[src/rtl/ahbw_pkg.sv]
`timescale 1ns/1ps
package ahbw_pkg;

  typedef enum logic [1:0] {
    TR_IDLE   = 2'b00,
    TR_BUSY   = 2'b01,
    TR_NONSEQ = 2'b10,
    TR_SEQ    = 2'b11
  } trans_e;

  localparam logic [2:0] BURST_SINGLE = 3'b000;
  localparam logic [2:0] BURST_INCR   = 3'b001;
  localparam logic [2:0] BURST_INCR4  = 3'b011;
  localparam logic [2:0] BURST_INCR8  = 3'b101;
  localparam logic [2:0] BURST_INCR16 = 3'b111;

  // Burst code from the beat count minus one.
  function automatic logic [2:0] pick_burst(input logic [31:0] len_m1);
    case (len_m1)
      32'd0:   return BURST_SINGLE;
      32'd3:   return BURST_INCR4;
      32'd7:   return BURST_INCR8;
      32'd15:  return BURST_INCR16;
      default: return BURST_INCR;
    endcase
  endfunction

endpackage

[src/rtl/ahbw_fifo.sv]
`timescale 1ns/1ps
module ahbw_fifo #(
  parameter int DW    = 32,
  parameter int DEPTH = 8,
  localparam int PW   = $clog2(DEPTH),
  localparam int CW   = $clog2(DEPTH + 1)
) (
  input  logic          clk,
  input  logic          rst_n,
  input  logic          push,
  input  logic [DW-1:0] din,
  input  logic          pop,
  input  logic          flush,
  output logic [DW-1:0] dout,
  output logic [CW-1:0] count,
  output logic          full
);

  logic [DW-1:0] mem [DEPTH];
  logic [PW-1:0] wp, rp;

  // Storage is written on every accepted push, including one that
  // coincides with a flush.
  always_ff @(posedge clk) begin
    if (push) mem[wp] <= din;
  end

  // A flush discards every held word; a push in the same cycle survives.
  always_ff @(posedge clk or negedge rst_n) begin
    if (!rst_n) begin
      wp    <= '0;
      rp    <= '0;
      count <= '0;
    end else if (flush) begin
      rp    <= wp;
      wp    <= wp + PW'(push);
      count <= CW'(push);
    end else begin
      wp    <= wp + PW'(push);
      rp    <= rp + PW'(pop);
      count <= count + CW'(push) - CW'(pop);
    end
  end

  assign dout = mem[rp];
  assign full = (count == CW'(DEPTH));

endmodule

[src/rtl/ahbw_data_phase.sv]
`timescale 1ns/1ps
module ahbw_data_phase (
  input  logic clk,
  input  logic rst_n,
  input  logic hready,
  input  logic hresp,
  input  logic acc,
  input  logic acc_last,
  output logic dp_active,
  output logic pop,
  output logic flush,
  output logic err_first,
  output logic done,
  output logic done_err
);

  logic dp_last;

  // The data phase of a beat begins on the edge that accepts its address.
  always_ff @(posedge clk or negedge rst_n) begin
    if (!rst_n) begin
      dp_active <= 1'b0;
      dp_last   <= 1'b0;
      done      <= 1'b0;
      done_err  <= 1'b0;
    end else begin
      if (hready) begin
        dp_active <= acc;
        dp_last   <= acc_last;
      end
      done     <= dp_active && hready && (dp_last || hresp);
      done_err <= dp_active && hready && hresp;
    end
  end

  assign pop       = dp_active && hready && !hresp;
  assign flush     = dp_active && hready && hresp;
  assign err_first = dp_active && hresp && !hready;

endmodule

[src/rtl/ahbw_addr_seq.sv]
`timescale 1ns/1ps
module ahbw_addr_seq
  import ahbw_pkg::*;
#(
  parameter int AW = 32,
  parameter int LW = 5,
  parameter int CW = 4
) (
  input  logic          clk,
  input  logic          rst_n,
  input  logic          cmd_valid,
  output logic          cmd_ready,
  input  logic [AW-1:0] cmd_addr,
  input  logic [LW-1:0] cmd_len,
  input  logic [2:0]    cmd_size,
  input  logic          hready,
  input  logic          dp_active,
  input  logic          pop,
  input  logic          err_first,
  input  logic [CW-1:0] fifo_cnt,
  output logic [AW-1:0] haddr,
  output logic [1:0]    htrans,
  output logic [2:0]    hsize,
  output logic [2:0]    hburst,
  output logic          acc,
  output logic          acc_last
);

  typedef enum logic [1:0] {SQ_IDLE, SQ_WAIT, SQ_RUN} seq_state_e;

  seq_state_e    state;
  trans_e        trans_q;
  logic [AW-1:0] addr_q;
  logic [2:0]    size_q, burst_q;
  logic [LW:0]   left_q;     // beats not yet accepted, including the presented one
  logic [CW:0]   need;
  logic          have;
  logic [AW-1:0] step;

  assign acc      = hready && trans_q[1];
  assign acc_last = acc && (left_q == (LW+1)'(1));

  // Words already promised: one that pops now, and one for a beat accepted now.
  assign need = (CW+1)'(pop) + (CW+1)'(acc);
  assign have = ({1'b0, fifo_cnt} > need);
  assign step = AW'(1) << size_q;

  assign cmd_ready = (state == SQ_IDLE) && !dp_active;

  always_ff @(posedge clk or negedge rst_n) begin
    if (!rst_n) begin
      state   <= SQ_IDLE;
      trans_q <= TR_IDLE;
      addr_q  <= '0;
      size_q  <= '0;
      burst_q <= BURST_SINGLE;
      left_q  <= '0;
    end else if (err_first) begin
      trans_q <= TR_IDLE;
      state   <= SQ_IDLE;
      left_q  <= '0;
    end else begin
      case (state)
        SQ_IDLE: begin
          if (cmd_valid && cmd_ready) begin
            addr_q  <= cmd_addr;
            size_q  <= cmd_size;
            burst_q <= pick_burst(32'(cmd_len));
            left_q  <= {1'b0, cmd_len} + (LW+1)'(1);
            state   <= SQ_WAIT;
          end
        end
        SQ_WAIT: begin
          if (hready && have) begin
            trans_q <= TR_NONSEQ;
            state   <= SQ_RUN;
          end
        end
        default: begin
          if (acc) begin
            left_q <= left_q - (LW+1)'(1);
            if (acc_last) begin
              trans_q <= TR_IDLE;
              state   <= SQ_IDLE;
            end else begin
              addr_q  <= addr_q + step;
              trans_q <= have ? TR_SEQ : TR_BUSY;
            end
          end else if (hready && trans_q == TR_BUSY) begin
            trans_q <= have ? TR_SEQ : TR_BUSY;
          end
        end
      endcase
    end
  end

  assign haddr  = addr_q;
  assign htrans = trans_q;
  assign hsize  = size_q;
  assign hburst = burst_q;

endmodule

[src/rtl/ahb_burst_writer.sv]
`timescale 1ns/1ps
module ahb_burst_writer #(
  parameter int AW    = 32,
  parameter int DW    = 32,
  parameter int LW    = 5,
  parameter int DEPTH = 8,
  localparam int CW   = $clog2(DEPTH + 1)
) (
  input  logic          clk,
  input  logic          rst_n,
  input  logic          cmd_valid,
  output logic          cmd_ready,
  input  logic [AW-1:0] cmd_addr,
  input  logic [LW-1:0] cmd_len,
  input  logic [2:0]    cmd_size,
  input  logic          wd_valid,
  output logic          wd_ready,
  input  logic [DW-1:0] wd_data,
  output logic [AW-1:0] haddr,
  output logic [1:0]    htrans,
  output logic          hwrite,
  output logic [2:0]    hsize,
  output logic [2:0]    hburst,
  output logic [DW-1:0] hwdata,
  input  logic          hready,
  input  logic          hresp,
  output logic          done,
  output logic          done_err
);

  logic          acc, acc_last, dp_active, pop, flush, err_first, full, push;
  logic [CW-1:0] fifo_cnt;
  logic [DW-1:0] head;

  assign wd_ready = !full;
  assign push     = wd_valid && wd_ready;

  ahbw_fifo #(.DW(DW), .DEPTH(DEPTH)) u_fifo (
    .clk(clk), .rst_n(rst_n), .push(push), .din(wd_data), .pop(pop),
    .flush(flush), .dout(head), .count(fifo_cnt), .full(full)
  );

  ahbw_addr_seq #(.AW(AW), .LW(LW), .CW(CW)) u_seq (
    .clk(clk), .rst_n(rst_n), .cmd_valid(cmd_valid), .cmd_ready(cmd_ready),
    .cmd_addr(cmd_addr), .cmd_len(cmd_len), .cmd_size(cmd_size),
    .hready(hready), .dp_active(dp_active), .pop(pop), .err_first(err_first),
    .fifo_cnt(fifo_cnt), .haddr(haddr), .htrans(htrans), .hsize(hsize),
    .hburst(hburst), .acc(acc), .acc_last(acc_last)
  );

  ahbw_data_phase u_dp (
    .clk(clk), .rst_n(rst_n), .hready(hready), .hresp(hresp), .acc(acc),
    .acc_last(acc_last), .dp_active(dp_active), .pop(pop), .flush(flush),
    .err_first(err_first), .done(done), .done_err(done_err)
  );

  assign hwrite = 1'b1;
  assign hwdata = dp_active ? head : '0;

endmodule

[config.mk]
export PLATFORM = sky130hd
export DESIGN_NAME = ahb_burst_writer
export DESIGN_NICKNAME = d
export VERILOG_FILES = /design/src/rtl/ahbw_pkg.sv /design/src/rtl/ahbw_fifo.sv /design/src/rtl/ahbw_data_phase.sv /design/src/rtl/ahbw_addr_seq.sv /design/src/rtl/ahb_burst_writer.sv
export SDC_FILE = /design/constraint.sdc
export NUM_CORES = 1
export LEC_CHECK = 0
export BUFFER_PORTS_ARGS = -buffer_cell sky130_fd_sc_hd__buf_4
export CAP_MARGIN = 15
export CORE_AREA = 5 5 193 195
export CTS_CLUSTER_SIZE = 12
export DETAILED_ROUTE_END_ITERATION = 8
export DIE_AREA = 0 0 198 200
export GPL_ROUTABILITY_DRIVEN = 0
export PLACE_DENSITY = 0.66
export REMOVE_ABC_BUFFERS = 1
export SLEW_MARGIN = 30
export SYNTH_ARGS = -nofsm -noshare
export SYNTH_HDL_FRONTEND = slang
export SYNTH_SLANG_ARGS = --single-unit
export TNS_END_PERCENT = 10
[constraint.sdc]
create_clock -name clk -period 5.3 [get_ports clk]
set_input_delay 0.265 -clock clk [delete_from_list [all_inputs] [get_ports clk]]
set_output_delay 0.265 -clock clk [all_outputs]
set_load 0.02 [all_outputs]
==> impl_results.md <==
- Initial antenna violation count: 1
- Post_cts resized: 0
- 1st-iter DRT viols: 616
- Ys flop type: edfxtp_1
- H-Tree Depth: 2
- Setup TNS: 0 ns
- Avg Inst Size Synth: 15.3 µm²
- Largest stage delay, worst path: 0.74 ns
- Crit path kind: register to output port
- Die Span Y: 200 µm
- Slew Viols, Final: 0
- Worst-margin pin slew: 0.871 ns
- Part of the cycle the worst path needs: 61.3%
- Final Skew: 0.0102 ns
- DRC: 0
- Sw Ratio: 36.0%
- Post-synthesis sequential area ratio: 66.3%
- First-pass GRT wire length: 51.4 mm
- Grt total ovfl: 0
- Clk_lat worst skew: 0.52 ns
- DPL Wire Length: 20.2 mm
- RSZ-0062 raised after global routing: false
- Flops & latches, synth: 318
- Fin crit period: 3.25 ns
- Critical Path Start: u_fifo.rp[0]$_DFF_PN0_
- Max Clock Freq: 308 MHz
- WP data required: 5.04 ns
- Most common cell after layout, fill and taps aside: edfxtp_1
- Clock Path Buffers: 3
- Layout Utilization: 48.6%
- Power Dens Cells: 561 nW/µm²
- Syn. warnings: 0
- Clock Root Buffer: clkbuf_16
- Clock share of power: 24.0%
- Sink Count: 318
- Vias in the first global route: 8936
- Hold Startpoint: cmd_addr[3]
- Reg power frac: 38.6%
- DRT Wirelength: 33.1 mm
- Peak supply drop: 0.343 mV
- Area share of the largest cell type after synthesis: 55.2%
- TritonCTS Buffers: 36
- Routing usage on met3: 2.90%
- Vias per cell: 5.49
- Core ar.: 35200 µm²
- Die area: 39600 µm²
- Mapped Cells: 908
- IO Port Bufs: 153
- Synth area leader: edfxtp_1
- Maximum capacitance violations: 0
- Total Routing Usage GR: 16.5%
- CP arrival: 2.99 ns
- Drt wl/cell: 20.8 µm
- Setup violators final: 0
- Largest cells by area after synthesis: edfxtp_1 (55%), dfrtp_1 (11%), mux4_2 (10%)
- Crit path max fanout: 27
- Outcome: complete, no violations
- Leakage power: 6.28 nW
- Distinct cell type count of the synthesized netlist: 68
- Row cnt: 69
- Share of post-route cells with drive strength above 1: 27.2%
- CP Capture Type: output port
- Routed Antenna Nets: 0
- Comb pwr share: 37.4%
- Worst hold path class: primary input to register
- CP cell instances: buf_12 -> buf_4 -> mux4_2 -> mux2i_1 -> nor2_1 -> buf_4
- Fillers: 3040
- Area grow syn2layout: 22.9%
- CTS clk-pin slew, worst paths: 0.06 ns
- Pin count of the biggest net entering global routing: 63
- Gr busiest metal: met2
- Starting Density: 39.5%
- Detailed-route via count: 8716
- Mapped Area: 13900 µm²
- Ports: 155
- Startpoint Class: register
- Int Power: 0.00614 W
- DR pass1 iterations: 5
- Sw Pwr: 0.00346 W
- Most used cell, CP: buf_4
- Met2 Resource Use GR: 28.1%
- Met1 Usage GRT: 22.9%
- Die W: 198 µm
- Nets@finish: 1210
- RR Startpoint: u_seq.hsize[0]$_DFFE_PN0P_
- Most frequent cells in the layout: edfxtp_1 (256), buf_4 (167), nor2_1 (78)
- Post-synth ARST share: 19.5%
- Number of flops mapped to enable cells by yosys: 256
- Slowest CP cell: dfrtp_4
- Relative slew slack: 41.5%
- CTS tree: done
- Hold Vio Cnt, Final: 0
## power groups by stage
stage,clock (W),sequential [W],combinational [W]
floorplan,0,0.00390,0.00215
global placement,0,0.00379,0.00349
detailed placement,0,0.00376,0.00360
CTS,0.00236,0.00371,0.00364
global route,0.00248,0.00378,0.00392
finish,0.00230,0.00371,0.00359
## kinds of logic after synthesis
family                   count (synthesis)  synth area share [%]
AO/OA/AOI/OAI                          127                  6.59
adder cells (fa/ha/maj)                 28                  2.62
multiplexers                            98                  12.8
XOR/XNOR                                10                 0.629
flip-flops                             318                  66.3
buffers and inverters                   72                  2.18
AND/OR/NAND/NOR                        254                  8.82
other                                    1                0.0269
## final cells by class
cell class | count | area (µm²) | share of cell area [%]
diodes | 1 | 2.50 | 0.0146
clock buffers | 46 | 960 | 5.61
clock inverters | 15 | 128 | 0.745
inverters | 21 | 78.8 | 0.460
multi-input cells | 518 | 4440 | 26.0
flip-flops and latches | 318 | 9250 | 54.0
well taps | 461 | 577 | 3.37
repair buffers | 209 | 1680 | 9.84
## final timing paths
kind	end	slack [ns]	cells after the start
max	hwdata[18]	2.05	6
min	u_seq.haddr[3]$_DFFE_PN0P_	0.02	3
max reg2reg	u_seq.haddr[14]$_DFFE_PN0P_	2.44	8
min reg2reg	u_seq.hburst[2]$_DFFE_PN0P_	0.52	2
max in group asynchronous	u_fifo.rp[1]$_DFF_PN0_	4.23	2
min in group asynchronous	u_seq.haddr[13]$_DFFE_PN0P_	0.38	2
## metal layers
metal / wire length [µm] / vias up
met4: 497 / 0
met3: 2290 / 38
li1: - / 3954
met1: 14200 / 4390
met5: 0 / -
met2: 16100 / 334
## timing repair
item | CTS | global route
setup buffers | 0 | 0
hold buffers | 41 | 0
endpoints found under the hold margin | 326 | 0
## Yosys cell counts (all sizes together), types with 21 or more instances
cell type and n:
mux2i 34, clkbuf 29, inv 21, ha 26, buf 22, edfxtp 256
nor2 85, mux4 64, nand3 21, o21ai 24, nand2 65, dfrtp 62
## registers in the layout, summed over array words and instances (netlist names), 3 cells and up
register and flops:
u_seq.left_q 6, u_fifo.mem 256, u_fifo.wp 3, u_seq.hburst 3, u_fifo.count 4, u_seq.hsize 3, u_fifo.rp 3, u_seq.haddr 32
## per-stage QoR
step / instances / setup slack [ns] / hold slack (ns) / instance area, µm² / total power [W]
finish: 1589 / 2.05 / 0.0178 / 17100 / 0.00960
global route: 1589 / 1.76 / 0.0164 / 17100 / 0.0102
CTS: 1588 / 1.91 / 0.00103 / 17100 / 0.00972
detailed placement: 1486 / 2.47 / 0.425 / 15600 / 0.00736
global placement: 1485 / 2.31 / 0.422 / 15600 / 0.00727
floorplan: 857 / 1.42 / -0.0306 / 13700 / 0.00605
## worst max-delay path: cells and delay by family, from the launching register on
kind,cells,cell delay (ns)
buf+inv,3,0.88
flops,1,0.74
mux,2,0.74
simple gates,1,0.06
No activity file was read; power rests on OpenSTA's default activity.
